## src/rtl/cfg_lock_pkg.sv

```systemverilog
package cfg_lock_pkg;

  typedef enum logic [2:0] {
    LK_IDLE      = 3'd0,
    LK_ARMED     = 3'd1,
    LK_DISARMED  = 3'd2,
    LK_REARMED   = 3'd3,
    LK_FROZEN    = 3'd4
  } lk_state_e;

  typedef enum logic [1:0] {
    SZ_BYTE = 2'd0,
    SZ_HALF = 2'd1,
    SZ_WORD = 2'd2,
    SZ_RSVD = 2'd3
  } acc_size_e;

  typedef struct packed {
    logic wr_full;
    logic wr_part;
    logic rd;
  } lk_event_t;

endpackage

```

## src/rtl/lock_access_decode.sv

```systemverilog
module lock_access_decode
  import cfg_lock_pkg::*;
#(
  parameter int PINS      = 16,
  parameter int ADDR_W    = 8,
  parameter int DATA_W    = 32,
  parameter logic [ADDR_W-1:0] LOCK_ADDR = 8'h1C
) (
  input  logic              acc_valid,
  input  logic              acc_write,
  input  logic [ADDR_W-1:0] acc_addr,
  input  logic [1:0]        acc_size,
  input  logic [DATA_W-1:0] acc_wdata,
  output lk_event_t         ev,
  output logic              key_val,
  output logic [PINS-1:0]   pat_val
);
  localparam int KEY_POS = PINS;

  logic hit;
  logic unused_hi;

  assign hit       = acc_valid && (acc_addr == LOCK_ADDR);
  assign unused_hi = ^acc_wdata[DATA_W-1:KEY_POS+1];

  always_comb begin
    ev         = '0;
    ev.wr_full = hit && acc_write && (acc_size == SZ_WORD);
    ev.wr_part = hit && acc_write && (acc_size != SZ_WORD);
    ev.rd      = hit && !acc_write;
  end

  assign key_val = acc_wdata[KEY_POS];
  assign pat_val = acc_wdata[PINS-1:0];

endmodule

```

## src/rtl/lock_key_fsm.sv

```systemverilog
module lock_key_fsm
  import cfg_lock_pkg::*;
(
  input  logic      clk,
  input  logic      rst,
  input  lk_event_t ev,
  input  logic      key_val,
  input  logic      pat_match,
  output lk_state_e state_q,
  output logic      lock_fire,
  output logic      locked
);
  lk_state_e state_n;
  logic      any_ev;

  assign any_ev = ev.wr_full || ev.wr_part || ev.rd;

  always_comb begin
    state_n = state_q;
    unique case (state_q)
      LK_IDLE: begin
        if (ev.wr_full && key_val) state_n = LK_ARMED;
      end
      LK_ARMED: begin
        if (ev.wr_full && !key_val && pat_match) state_n = LK_DISARMED;
        else if (any_ev)                         state_n = LK_IDLE;
      end
      LK_DISARMED: begin
        if (ev.wr_full && key_val && pat_match) state_n = LK_REARMED;
        else if (any_ev)                        state_n = LK_IDLE;
      end
      LK_REARMED: begin
        if (ev.rd)        state_n = LK_FROZEN;
        else if (any_ev)  state_n = LK_IDLE;
      end
      LK_FROZEN: state_n = LK_FROZEN;
      default:   state_n = LK_IDLE;
    endcase
  end

  always_ff @(posedge clk) begin
    if (rst) state_q <= LK_IDLE;
    else     state_q <= state_n;
  end

  assign lock_fire = (state_q == LK_REARMED) && ev.rd;
  assign locked    = (state_q == LK_FROZEN);


  partial_abort_chk: assert property (@(posedge clk) disable iff (rst)
    (ev.wr_part && state_q != LK_FROZEN) |=> state_q == LK_IDLE);


  early_read_chk: assert property (@(posedge clk) disable iff (rst)
    (ev.rd && (state_q == LK_ARMED || state_q == LK_DISARMED)) |=> state_q == LK_IDLE);


  lock_entry_chk: assert property (@(posedge clk) disable iff (rst)
    $rose(state_q == LK_FROZEN) |-> $past(state_q) == LK_REARMED);


  frozen_sticky_chk: assert property (@(posedge clk) disable iff (rst)
    state_q == LK_FROZEN |=> state_q == LK_FROZEN);


  foreign_hold_chk: assert property (@(posedge clk) disable iff (rst)
    !any_ev |=> $stable(state_q));

endmodule

```

## src/rtl/lock_reg_bank.sv

```systemverilog
module lock_reg_bank #(
  parameter int PINS   = 16,
  parameter int DATA_W = 32
) (
  input  logic              clk,
  input  logic              rst,
  input  logic              wr_full,
  input  logic [PINS-1:0]   pat_val,
  input  logic              lock_fire,
  input  logic              locked,
  output logic [PINS-1:0]   pat_q,
  output logic [PINS-1:0]   frozen_mask,
  output logic [DATA_W-1:0] lock_rdata
);
  localparam int KEY_POS = PINS;

  logic              pat_we;
  logic [PINS-1:0]   pat_n;
  logic              key_n;
  logic [DATA_W-1:0] rdata_n;

  assign pat_we = wr_full && !locked;
  assign pat_n  = pat_we ? pat_val : pat_q;
  assign key_n  = locked || lock_fire;

  always_comb begin
    rdata_n                 = '0;
    rdata_n[PINS-1:0]       = pat_n;
    rdata_n[KEY_POS]        = key_n;
  end

  always_ff @(posedge clk) begin
    if (rst) begin
      pat_q       <= '0;
      frozen_mask <= '0;
      lock_rdata  <= '0;
    end else begin
      pat_q      <= pat_n;
      lock_rdata <= rdata_n;
      if (lock_fire) frozen_mask <= pat_q;
    end
  end


  freeze_hold_chk: assert property (@(posedge clk) disable iff (rst)
    locked |=> ($stable(frozen_mask) && $stable(lock_rdata)));


  mask_gate_chk: assert property (@(posedge clk) disable iff (rst)
    !locked |-> frozen_mask == '0);


  reset_clear_chk: assert property (@(posedge clk) disable iff (rst)
    $past(rst) |-> (frozen_mask == '0 && lock_rdata == '0));

endmodule

```

## src/rtl/cfg_lock_seq.sv

```systemverilog
module cfg_lock_seq
  import cfg_lock_pkg::*;
#(
  parameter int PINS      = 16,
  parameter int ADDR_W    = 8,
  parameter int DATA_W    = 32,
  parameter logic [ADDR_W-1:0] LOCK_ADDR = 8'h1C
) (
  input  logic              clk,
  input  logic              rst,
  input  logic              acc_valid,
  input  logic              acc_write,
  input  logic [ADDR_W-1:0] acc_addr,
  input  logic [1:0]        acc_size,
  input  logic [DATA_W-1:0] acc_wdata,
  output logic [PINS-1:0]   frozen_mask,
  output logic [DATA_W-1:0] lock_rdata
);
  lk_event_t       ev;
  logic            key_val;
  logic [PINS-1:0] pat_val;
  logic [PINS-1:0] pat_q;
  logic            pat_match;
  lk_state_e       state_q;
  logic            lock_fire;
  logic            locked;
  logic            unused_state;

  lock_access_decode #(
    .PINS(PINS), .ADDR_W(ADDR_W), .DATA_W(DATA_W), .LOCK_ADDR(LOCK_ADDR)
  ) u_decode (
    .acc_valid (acc_valid),
    .acc_write (acc_write),
    .acc_addr  (acc_addr),
    .acc_size  (acc_size),
    .acc_wdata (acc_wdata),
    .ev        (ev),
    .key_val   (key_val),
    .pat_val   (pat_val)
  );

  assign pat_match = (pat_val == pat_q);

  lock_key_fsm u_fsm (
    .clk       (clk),
    .rst       (rst),
    .ev        (ev),
    .key_val   (key_val),
    .pat_match (pat_match),
    .state_q   (state_q),
    .lock_fire (lock_fire),
    .locked    (locked)
  );

  assign unused_state = ^state_q;

  lock_reg_bank #(
    .PINS(PINS), .DATA_W(DATA_W)
  ) u_regs (
    .clk         (clk),
    .rst         (rst),
    .wr_full     (ev.wr_full),
    .pat_val     (pat_val),
    .lock_fire   (lock_fire),
    .locked      (locked),
    .pat_q       (pat_q),
    .frozen_mask (frozen_mask),
    .lock_rdata  (lock_rdata)
  );

endmodule

```

## config.mk

```make
export PLATFORM = sky130hd
export DESIGN_NAME = cfg_lock_seq
export DESIGN_NICKNAME = d
export VERILOG_FILES = /design/src/rtl/cfg_lock_pkg.sv /design/src/rtl/lock_access_decode.sv /design/src/rtl/lock_key_fsm.sv /design/src/rtl/lock_reg_bank.sv /design/src/rtl/cfg_lock_seq.sv
export SDC_FILE = /design/constraint.sdc
export NUM_CORES = 1
export LEC_CHECK = 0
export BUFFER_PORTS_ARGS = -buffer_cell sky130_fd_sc_hd__buf_2
export CORE_UTILIZATION = 35
export CTS_BUF_LIST = sky130_fd_sc_hd__clkbuf_4 sky130_fd_sc_hd__clkbuf_8 sky130_fd_sc_hd__clkbuf_16
export DETAILED_ROUTE_END_ITERATION = 16
export HOLD_SLACK_MARGIN = 0.15
export SYNTH_ARGS = -nofsm -noshare
export SYNTH_HDL_FRONTEND = slang
export SYNTH_HIERARCHICAL = 1
export SYNTH_SLANG_ARGS = --single-unit
```

## constraint.sdc

```tcl
create_clock -name clk -period 2.4 [get_ports clk]
set_input_delay 0.24 -clock clk [delete_from_list [all_inputs] [get_ports clk]]
set_output_delay 0.24 -clock clk [all_outputs]
set_load 0.005 [all_outputs]
```

==> results of run 1 <==
## through the flow
stage               setup WS, ns  std cells  area, um2
floorplan                  0.299        238       2220
global placement           0.341        325       2270
detailed placement         0.332        325       2270
CTS                        0.500        333       2380
global route               0.356        333       2380
finish                     0.526        333       2380
## routing by layer
| metal | track usage (%) | wire, um | vias to the layer above |
|---|---|---|---|
| met1 | 17.2 | 2000 | 693 |
| met2 | 19.8 | 1830 | 50 |
| met3 | 5.06 | 329 | 5 |
| li1 | - | - | 773 |
| met4 | 4.29 | 45 | 0 |
| met5 | 0 | 0 | - |
## state kept, by name (all words and copies together), names as in the netlist
signal	flops
u_regs/frozen_mask	16
u_regs/pat_q	15
u_fsm/state_q	3
u_regs/lock_rdata	2
## worst reg2reg max path, stage by stage, from the launching register on
cell and delay [ns]:
dfxtp_1 0.41, xnor2_1 0.15, nand4_1 0.14, nor4_2 0.34, and4bb_2 0.28, a32oi_1 0.11
a2111oi_2 0.34
## where the power goes
part,switching [mW],total [mW],internal (mW)
registers,0.0000640,0.597,0.597
logic,0.0387,0.0767,0.0380
clock network,0.211,0.531,0.320
## cells by family after synthesis
logic type,share of synthesized area [%]
buffers and inverters,20.0
xor gates and xnor gates,6.46
other,0.173
and+or+nand+nor,25.0
AOI/OAI and AO/OA,7.79
DFF,33.2
muxes,7.38
## final timing paths
path | to | start | slack, ns
max | u_fsm/state_q[1] | u_regs/pat_q[3] | 0.53
max reg2reg | u_fsm/state_q[1] | u_regs/pat_q[3] | 0.53
min | u_regs/pat_q[3] | acc_wdata[3] | 0.23
min reg2reg | u_regs/frozen_mask[0] | u_regs/frozen_mask[0] | 0.49
## cell type report
type | instances | area, um2
clock buffers | 6 | 76.3
clock inverters | 2 | 35.0
fillers | 624 | 3580
inverters | 1 | 3.75
multi-input cells | 143 | 1080
flip-flops and latches | 36 | 721
well taps | 75 | 93.8
repair buffers | 70 | 368
## cell usage in the layout, fill, tap and decap left out, drive strengths merged, types with 2 or more instances in the layout
| cell type | n |
|---|---|
| clkbuf | 6 |
| nand2 | 2 |
| a32oi | 2 |
| dfxtp | 36 |
| buf | 70 |
| nor2 | 19 |
| xnor2 | 16 |
| o21ai | 16 |
| or4 | 2 |
| nor4 | 2 |
| nor3 | 3 |
| nand4bb | 17 |
| nand2b | 17 |
| nand4 | 4 |
| nor2b | 3 |
| mux2i | 16 |
| conb | 15 |
==> metrics.md, run 1 <==
| Metric | Value |
|---|---|
| Status | finished clean |
| WHS | 0.233 ns |
| Overall Power | roughly 1.2 mW |
| Count leader, synth | buf_4 |
| Vias | 1521 |
| Area contributors post-synth | dfxtp_1 33%, buf_4 17%, nand4bb_1 8.8% |
| R2r worst-path depth | 6 |
| Synth Register Bits | 36 |
| Post-synthesis cell count | 224 |
| Total global-route track usage | 13.2% |
| Post-synth ARST share | 0% |
| First-pass GRT wire length | about 6.4 mm |
| Top-area cell type share of the netlist area | 33.2% |
| Drt initial violations | 81 |
| Top delay family on crit path | simple AND/OR/NAND/NOR gates |
| WHS Path Cells | 3 |
| Post-CTS Setup Inserts | 0 |
| Top cells by instance count after synthesis | 49 x buf_4, 36 x dfxtp_1, 19 x nor2_1 |
| Post-DRT Antenna Nets | 0 |
| Vias in the first global route | 1254 |
| Ys flop type | dfxtp_1 |
| Clock root buffer | clkbuf_8 |
| Die H | 80.7 um |
| Dpl hpwl | around 3 mm |
| Num CTS Buffers | 5 |
| Max Buffers Root-to-Sink | 2 |
| WL per Instance | 12.6 um |
| Clock slew seen by the registers of the worst setup and hold paths | roughly 0.070 ns |
| Nets | 303 |
| Final setup viols | 0 |
| Clk_lat worst skew | 0.28 ns |
| Die Width | a little over 80 um |
| GP Congestion | 0.652 |
| Library cells used by synthesis | 32 |
| WP buf/inv | 0 |
| Final Hold Viols | 0 |
| Crit-path cells | xnor2_1 -> nand4_1 -> nor4_2 -> and4bb_2 -> a32oi_1 -> a2111oi_2 |
| DRC viols | 0 |
| Slew Viols, Final | 0 |
| Synth area leader | dfxtp_1 |
| Setup TNS | 0 ns |
| Slowest stage cell, crit path | dfxtp_1 |
| Final min period | 1.87 ns |
| Layout area overhead | 9.63% |
| WL final | 4.20 mm |
| Initial cell density of the core | between 30% and 40% |
| Leak pwr | 0.955 nW |
| Core area | 0.00596 mm2 |
| Syn Area/Cell | 9.69 um2 |
| CP Class | reg2reg |
| Via density | ~4.6 |
| Row count | 28 |
| CTS tree | yes |
| Slew headroom | 47.3% |
| Sequential area share after synthesis | 33.2% |
| Clk sinks | 36 |
| Slew @ Worst Pin | about 0.8 ns |
| Post-synth EDFFs | 0 |
| Hold Buf Count CTS | 0 |
| Max-cap violations | 0 |
| Power per cell area | just over 500 mW/mm2 |
| CP arrival | 2.06 ns |
| Fin crit share | 78.1% |
| Port-buffer cells | 63 |
| Hold Path Class | in2reg |
| Required time of the critical path | 2.59 ns |
| Gr ovfl total | 0 |
| FMAX | 0.534 GHz |
| Max IR drop VDD | 224 uV |
| CP endpoint kind | register |
| Full die area | 0.00652 mm2 |
| Syn. warnings | 6 |
| Startpoint types | register |
| Unrepaired setup endpoints after global routing | false |
| Resized cells post-CTS | 0 |
| Max incr delay on CP | 0.41 ns |
| H-tree Lvls | 2 |
| Synthesized area | approximately 0.0022 mm2 |
| Diodes inserted | 0 |
| Initial antenna violation count | 0 |
| Top Ports | 94 |
| Final Core Density | 39.9% |
| Largest net degree at the start of global routing | 54 |
| Clock Skew | 0.00735 ns |
| Share of cells above drive strength 1 | a little under two fifths |
| Drt pass-1 iters | 4 |
| Critical path peak fanout | 4 |
| Critical path depth | 6 |
Power figures use the tool's default switching activity.
==> run 2: changes to the inputs <==
ABC_AREA = 1   (was not set)
clock period = 1.8 ns   (was 2.4 ns; I/O delays follow)
==> metrics.md, run 2 <==
| Metric | Value |
|---|---|
| Clock Skew | 0.00289 ns (was 0.00735 ns) |
| Critical path peak fanout | 5 (was 4) |
| Row count | 28 (unchanged) |
| Gate power share | 7.4% (was 6.4%) |
| Full die area | 0.00650 mm2 (was 0.00652 mm2) |
| Diodes inserted | 0 (unchanged) |
| Net Switching | 0.342 mW (was 0.250 mW) |
| Synth area leader | dfxtp_1 (unchanged) |
| Fin cells | 439 (was 333) |
| Leak pwr | 1.33 nW (was 0.955 nW) |
| Layout area overhead | 9.95% (was 9.63%) |
| Top Ports | 94 (unchanged) |
| Synth Register Bits | 36 (unchanged) |
| GP Congestion | 0.848 (was 0.652) |
| Hold Buf Count CTS | 1 (was 0) |
| Initial antenna violation count | 0 (unchanged) |
| Initial cell density of the core | 36.3% (was 36.4%) |
| Post-synth ARST share | 0% (unchanged) |
| Post-synth EDFFs | 0 (unchanged) |
| First-pass GRT wire length | 7.57 mm (was 6.44 mm) |
| Resized cells post-CTS | 0 (unchanged) |
| Startpoint types | register (unchanged) |
| Status | finished clean (unchanged) |
| H-tree Lvls | 2 (unchanged) |
| Required time of the critical path | 2.02 ns (was 2.59 ns) |
| Port-buffer cells | 63 (unchanged) |
| Via density | 4.21 (was 4.57) |
| Largest registers | u_regs/frozen_mask (16), u_regs/pat_q (15), u_fsm/state_q (3) (unchanged) |
| Slew Viols, Final | 0 (unchanged) |
| Top cells by instance count after synthesis | 81 x nor2_1, 49 x buf_4, 49 x nand2_1 (was 49 x buf_4, 36 x dfxtp_1, 19 x nor2_1) |
| Seq pwr share | 52.0% (was 49.6%) |
| Library cells used by synthesis | 24 (was 32) |
| Final Hold Viols | 0 (unchanged) |
| Hold Path Class | in2reg (unchanged) |
| Clock share of power | 40.6% (was 44.1%) |
| Placed Instances | 430 (was 325) |
| Post-DRT Antenna Nets | 0 (unchanged) |
| Drt pass-1 iters | 4 (unchanged) |
| Most flops, register | u_regs/frozen_mask (unchanged) |
| Max IR drop VDD | 342 uV (was 224 uV) |
| Clock slew seen by the registers of the worst setup and hold paths | 0.07 ns (about the same) |
| Internal power | 1.19 mW (was 0.954 mW) |
| Nets | 409 (was 303) |
| Final Core Density | 39.9% (unchanged) |
| Max reg flops | 16 (unchanged) |
| Area contributors post-synth | dfxtp_1 33%, buf_4 17%, nor2_1 14% (was dfxtp_1 33%, buf_4 17%, nand4bb_1 8.8%) |
| CP arrival | 1.68 ns (was 2.06 ns) |
| Sw frac | 22.3% (was 20.8%) |
| Count leader, synth | nor2_1 (was buf_4) |
| Core area | 0.00596 mm2 (unchanged) |
| CP Class | reg2reg (unchanged) |
| Dpl hpwl | 3.22 mm (was 3.00 mm) |
| Total global-route track usage | 15.1% (was 13.2%) |
| Clk sinks | 36 (unchanged) |
| FMAX | 0.687 GHz (was 0.534 GHz) |
| Sequential area share after synthesis | 33.3% (was 33.2%) |
| CTS tree | yes (unchanged) |
| Post-CTS Setup Inserts | 0 (unchanged) |
| Gr ovfl total | 0 (unchanged) |
| Final min period | 1.46 ns (was 1.87 ns) |
| WL per Instance | 10.3 um (was 12.6 um) |
| Synthesized area | 0.00216 mm2 (was 0.00217 mm2) |
| Max Buffers Root-to-Sink | 2 (unchanged) |
| Hold path start | acc_wdata[4] (was acc_wdata[3]) |
| Ys flop type | dfxtp_1 (unchanged) |
| Setup TNS | 0 ns (unchanged) |
| Drt initial violations | 88 (was 81) |
| Vias in the first global route | 1667 (was 1254) |
| WHS | 0.228 ns (was 0.233 ns) |
| Post-synthesis cell count | 329 (was 224) |
| Share of cells above drive strength 1 | 23.9% (was 37.6%) |
| Max-cap violations | 0 (unchanged) |
| Worst R2R Start | u_regs/pat_q[1] (was u_regs/pat_q[3]) |
| Unrepaired setup endpoints after global routing | false (unchanged) |
| WL final | 4.54 mm (was 4.20 mm) |
| Power per cell area | 644 mW/mm2 (was 506 mW/mm2) |
| Num CTS Buffers | 5 (unchanged) |
| Syn Area/Cell | 6.58 um2 (was 9.69 um2) |
| Syn. warnings | 6 (unchanged) |
| Vias | 1846 (was 1521) |
| Crit path from | u_regs/pat_q[1] (was u_regs/pat_q[3]) |
| DRC viols | 0 (unchanged) |
| Die H | 80.6 um (was 80.7 um) |
| Fin crit share | 80.9% (was 78.1%) |
| Final setup viols | 0 (unchanged) |
| Clk_lat worst skew | 0.28 ns (about the same) |
| Most frequent cells in the layout | 81 x nor2_1, 63 x buf_2, 49 x nand2_1 (was 63 x buf_2, 36 x dfxtp_1, 19 x nor2_1) |
| Clock root buffer | clkbuf_8 (unchanged) |
| Commonest non-fill, non-tap cell in the layout | nor2_1 (was buf_2) |
| CP endpoint kind | register (unchanged) |
| Largest net degree at the start of global routing | 28 (was 54) |
| Top-area cell type share of the netlist area | 33.3% (was 33.2%) |
| Die Width | 80.6 um (was 80.7 um) |
run 2: cell types whose count changed in the layout (fill, tap and decap cells not counted), sizes merged, moves of 5 or more:
cell,before,now
nand4bb,17,0
mux2i,16,0
xnor2,16,11
nand3,1,22
nand2,2,49
inv,1,43
nor2,19,85
nand2b,17,0
run 2: cell type report:
class	count	area, um2
clock buffer	8	97.6
fill	656	3580
inverter	43	161
multi-input combinational	207	922
sequential	36	721
tap	75	93.8
timing repair buffer	70	383
run 2: kinds of logic after synthesis:
kind of cell | after synthesis | share of synthesized area [%]
DFF | 36 | 33.3
AOI/OAI and AO/OA | 20 | 4.92
buffers and inverters | 100 | 26.5
and+or+nand+nor | 161 | 30.7
other | 1 | 0.173
xor gates and xnor gates | 11 | 4.45
run 2: path summary, 6_finish.rpt:
path	to	slack (ns)	depth (start not counted)
worst max register to register	u_fsm/state_q[0]	0.34	12
worst min register to register	u_regs/frozen_mask[5]	0.50	2
worst min-delay path	u_regs/pat_q[4]	0.23	5
worst max-delay path	u_fsm/state_q[0]	0.34	12
run 2: worst max-delay path, cell delays in order, from the launching register on:
cell and delay [ns]:
dfxtp_1 0.41, nand2_1 0.07, nand2_1 0.06, nand2_1 0.06
nor2_1 0.14, nand2_1 0.07, nor2_1 0.09, inv_1 0.06
nor2_1 0.09, nand3_1 0.11, nand2_1 0.07, nand2_1 0.07
a21oi_2 0.11
run 2: power groups by stage:
stage / clock [mW] / sequential (mW) / combinational (mW)
final: 0.621 / 0.796 / 0.113
after global routing: 0.672 / 0.796 / 0.131
after CTS: 0.638 / 0.796 / 0.114
after detailed placement: 0 / 0.815 / 0.112
after global placement: 0 / 0.815 / 0.111
after floorplan: 0 / 0.815 / 0.118
run 2: layer usage:
metal / up-vias / routed length, um / track usage, %
met5: - / 0 / 0
met4: 0 / 46 / 4.46
met3: 4 / 216 / 3.64
met2: 44 / 2120 / 25.5
met1: 804 / 2150 / 18.7
li1: 994 / - / -
run 2: metrics by stage:
step	setup WS (ns)	total power [mW]	area (um2)
finish	0.344	1.53	2380
global route	0.100	1.60	2380
CTS	0.321	1.55	2380
detailed placement	0.320	0.927	2270
global placement	0.346	0.925	2270
floorplan	0.406	0.932	2220
==> run 3: changes to the inputs <==
clock period = 1.2 ns   (was 1.8 ns; I/O delays follow)
==> metrics.md, run 3 (synthesis gave the netlist of run 2 again) <==
| Metric | Value |
|---|---|
| Status | complete, but fails checks (was finished clean) |
| Violated checks | negative setup slack |
| Fillers | 643 (was 656) |
| Top delay family on crit path | simple AND/OR/NAND/NOR gates (unchanged) |
| WL per Instance | 10.3 um (about the same) |
| Hold Path Class | in2reg (unchanged) |
| Power per cell area | 858 mW/mm2 (was 644 mW/mm2) |
| Diodes inserted | 0 (unchanged) |
| Layout area overhead | 26.1% (was 9.95%) |
| WHS | 0.158 ns (was 0.228 ns) |
| Unrepaired setup endpoints after global routing | true (was false) |
| Largest registers | u_regs/frozen_mask (16), u_regs/pat_q (15), u_fsm/state_q (3) (unchanged) |
| Slowest stage cell, crit path | dfxtp_2 (was dfxtp_1) |
| Drt pass-1 iters | 5 (was 4) |
| Die H | 80.6 um (unchanged) |
| Worst Hold End | u_regs/pat_q[9] (was u_regs/pat_q[4]) |
| Critical path depth | 13 (was 12) |
| Drt initial violations | 77 (was 88) |
| Final Hold Viols | 0 (unchanged) |
| Register Area | 741 um2 (was 721 um2) |
| Clk_lat worst skew | 0.29 ns (was 0.28 ns) |
| Clk sinks | 36 (unchanged) |
| Critical path peak fanout | 4 (was 5) |
| Internal power | 1.80 mW (was 1.19 mW) |
| Final min period | 1.40 ns (was 1.46 ns) |
| Placed Instance Area | 0.00254 mm2 (was 0.00227 mm2) |
| Die Width | 80.6 um (unchanged) |
| Placed Instances | 457 (was 430) |
| Via density | 4.27 (was 4.21) |
| CP Class | reg2reg (unchanged) |
| Full die area | 0.00650 mm2 (unchanged) |
| CP endpoint kind | register (unchanged) |
| Post-DRT Antenna Nets | 0 (unchanged) |
| First-pass GRT wire length | 8.25 mm (was 7.57 mm) |
| Port-buffer cells | 63 (unchanged) |
| Top Ports | 94 (unchanged) |
| CP arrival | 1.63 ns (was 1.68 ns) |
| Worst R2R Start | u_regs/pat_q[0] (was u_regs/pat_q[1]) |
| Most flops, register | u_regs/frozen_mask (unchanged) |
| Most frequent CP cell | nand2_1 (unchanged) |
| FF-to-FF End | u_fsm/state_q[0] (unchanged) |
| FMAX | 0.715 GHz (was 0.687 GHz) |
| Slew Viols, Final | 0 (unchanged) |
| Max-cap violations | 0 (unchanged) |
| Hold path start | acc_wdata[9] (was acc_wdata[4]) |
| Gate power share | 8.5% (was 7.4%) |
| Most frequent cells in the layout | 76 x nor2_1, 63 x buf_2, 49 x nand2_1 (was 81 x nor2_1, 63 x buf_2, 49 x nand2_1) |
| Max reg flops | 16 (unchanged) |
| Net Switching | 0.539 mW (was 0.342 mW) |
| Max Buffers Root-to-Sink | 2 (unchanged) |
| Max IR drop VDD | 556 uV (was 342 uV) |
| Fin crit share | 116% (was 80.9%) |
| Reg2Reg Setup Slack | -0.20 ns (was 0.34 ns) |
| Nets | 441 (was 409) |
| Overall Power | 2.34 mW (was 1.53 mW) |
| CTS tree | yes (unchanged) |
| WL final | 4.84 mm (was 4.54 mm) |
| Required time of the critical path | 1.43 ns (was 2.02 ns) |
| Initial cell density of the core | 36.3% (unchanged) |
| H-tree Lvls | 2 (unchanged) |
| Clock share of power | 40.5% (was 40.6%) |
| Seq pwr share | 51.0% (was 52.0%) |
| Initial antenna violation count | 0 (unchanged) |
| Final setup viols | 18 (was 0) |
| Sw frac | 23.0% (was 22.3%) |
| Crit path from | u_regs/pat_q[0] (was u_regs/pat_q[1]) |
| Row count | 28 (unchanged) |
| Share of cells above drive strength 1 | 35.9% (was 23.9%) |
| Clock root buffer | clkbuf_8 (unchanged) |
| WHS Path Cells | 5 (unchanged) |
| Num CTS Buffers | 5 (unchanged) |
| Final instance area | 0.00273 mm2 (was 0.00238 mm2) |
| Commonest non-fill, non-tap cell in the layout | nor2_1 (unchanged) |
| Crit-path cells | inv_1 -> nand2_1 -> nand2_1 -> nand2_1 -> nor2_2 -> nand2_1 -> nor2_1 -> inv_1 -> nor2_2 -> nand3_2 -> nand2_1 -> nand2_1 -> a21oi_2 (was nand2_1 -> nand2_1 -> nand2_1 -> nor2_1 -> nand2_1 -> nor2_1 -> inv_1 -> nor2_1 -> nand3_1 -> nand2_1 -> nand2_1 -> a21oi_2) |
| Clock Skew | 0.00334 ns (was 0.00289 ns) |
| Core area | 0.00596 mm2 (unchanged) |
| Largest net degree at the start of global routing | 18 (was 28) |
| Vias | 2005 (was 1846) |
| WP buf/inv | 2 (was 1) |
| Dpl hpwl | 3.63 mm (was 3.22 mm) |
| GP Congestion | 0.795 (was 0.848) |
| Vias in the first global route | 1916 (was 1667) |
| Gr ovfl total | 0 (unchanged) |
| DRC viols | 0 (unchanged) |
| Clock slew seen by the registers of the worst setup and hold paths | 0.07 ns (about the same) |
| Final WS setup | -0.198 ns (was 0.344 ns) |
| Fin cells | 470 (was 439) |
| Leak pwr | 1.52 nW (was 1.33 nW) |
| R2r worst-path depth | 13 (was 12) |
| Total global-route track usage | 16.8% (was 15.1%) |
| Footprint of the multi-input gates | 980 um2 (was 922 um2) |
| Startpoint types | register (unchanged) |
| Max incr delay on CP | 0.34 ns (was 0.41 ns) |
-- run 3: changes by cell type in the layout (fill, tap and decap cells not counted), sizes merged --
cell / change
dlygate4sd3: +4
clkbuf: -1
buf: +28
-- run 3: how the worst max path moves through the flow --
stage / to / slack, ns
6_report: u_fsm/state_q[0] / -0.20
5_1_grt: u_fsm/state_q[0] / -0.37
4_1_cts: u_fsm/state_q[0] / -0.18
3_5_place_dp: u_regs/frozen_mask[15] / -0.19
3_3_place_gp: u_regs/frozen_mask[15] / -0.17
2_1_floorplan: u_fsm/state_q[0] / -0.09
-- run 3: timing repair --
item | CTS | global route
pin swaps | 2 | 7
buffers inserted | 0 | 1
setup endpoints to repair | 19 | 36
hold endpoints to repair | 7 | 0
hold buffers | 5 | 0
gates resized for setup | 3 | 11
-- run 3: layout make-up --
type	count	area share (%)
inverter	43	6.01
multi-input combinational	207	35.9
tap	75	3.44
sequential	36	27.2
clock buffer	7	3.53
timing repair buffer	102	23.9
-- run 3: metrics by stage --
step / worst slack [ns] / util [%] / setup TNS (ns)
floorplan: -0.0949 / - / -0.641
global placement: -0.173 / 42.7 / -3.75
detailed placement: -0.189 / 42.7 / -4.83
CTS: -0.179 / 45.3 / -1.06
global route: -0.371 / 45.8 / -3.71
finish: -0.198 / 45.8 / -1.29
-- run 3: metal layers --
layer | vias up | track usage [%] | wire, um
li1 | 1061 | - | -
met1 | 877 | 17.6 | 2170
met2 | 58 | 31.0 | 2310
met3 | 9 | 4.20 | 257
met4 | 0 | 8.21 | 99
met5 | - | 0 | 0
-- run 3: power by group through the flow --
stage | Clock [mW] | Sequential, mW | Combinational (mW)
4_1_cts | 0.980 | 1.19 | 0.200
3_5_place_dp | 0 | 1.22 | 0.185
3_3_place_gp | 0 | 1.22 | 0.184
5_1_grt | 1.03 | 1.19 | 0.228
2_1_floorplan | 0 | 1.22 | 0.183
6_report | 0.947 | 1.19 | 0.199
-- run 3: worst reg2reg max path, delay by kind of cell (launching register included) --
family	cells	cell delay, ns
buffers and inverters	2	0.13
flip-flops	1	0.34
AND/OR/NAND/NOR	10	0.77
AO/OA/AOI/OAI	1	0.10
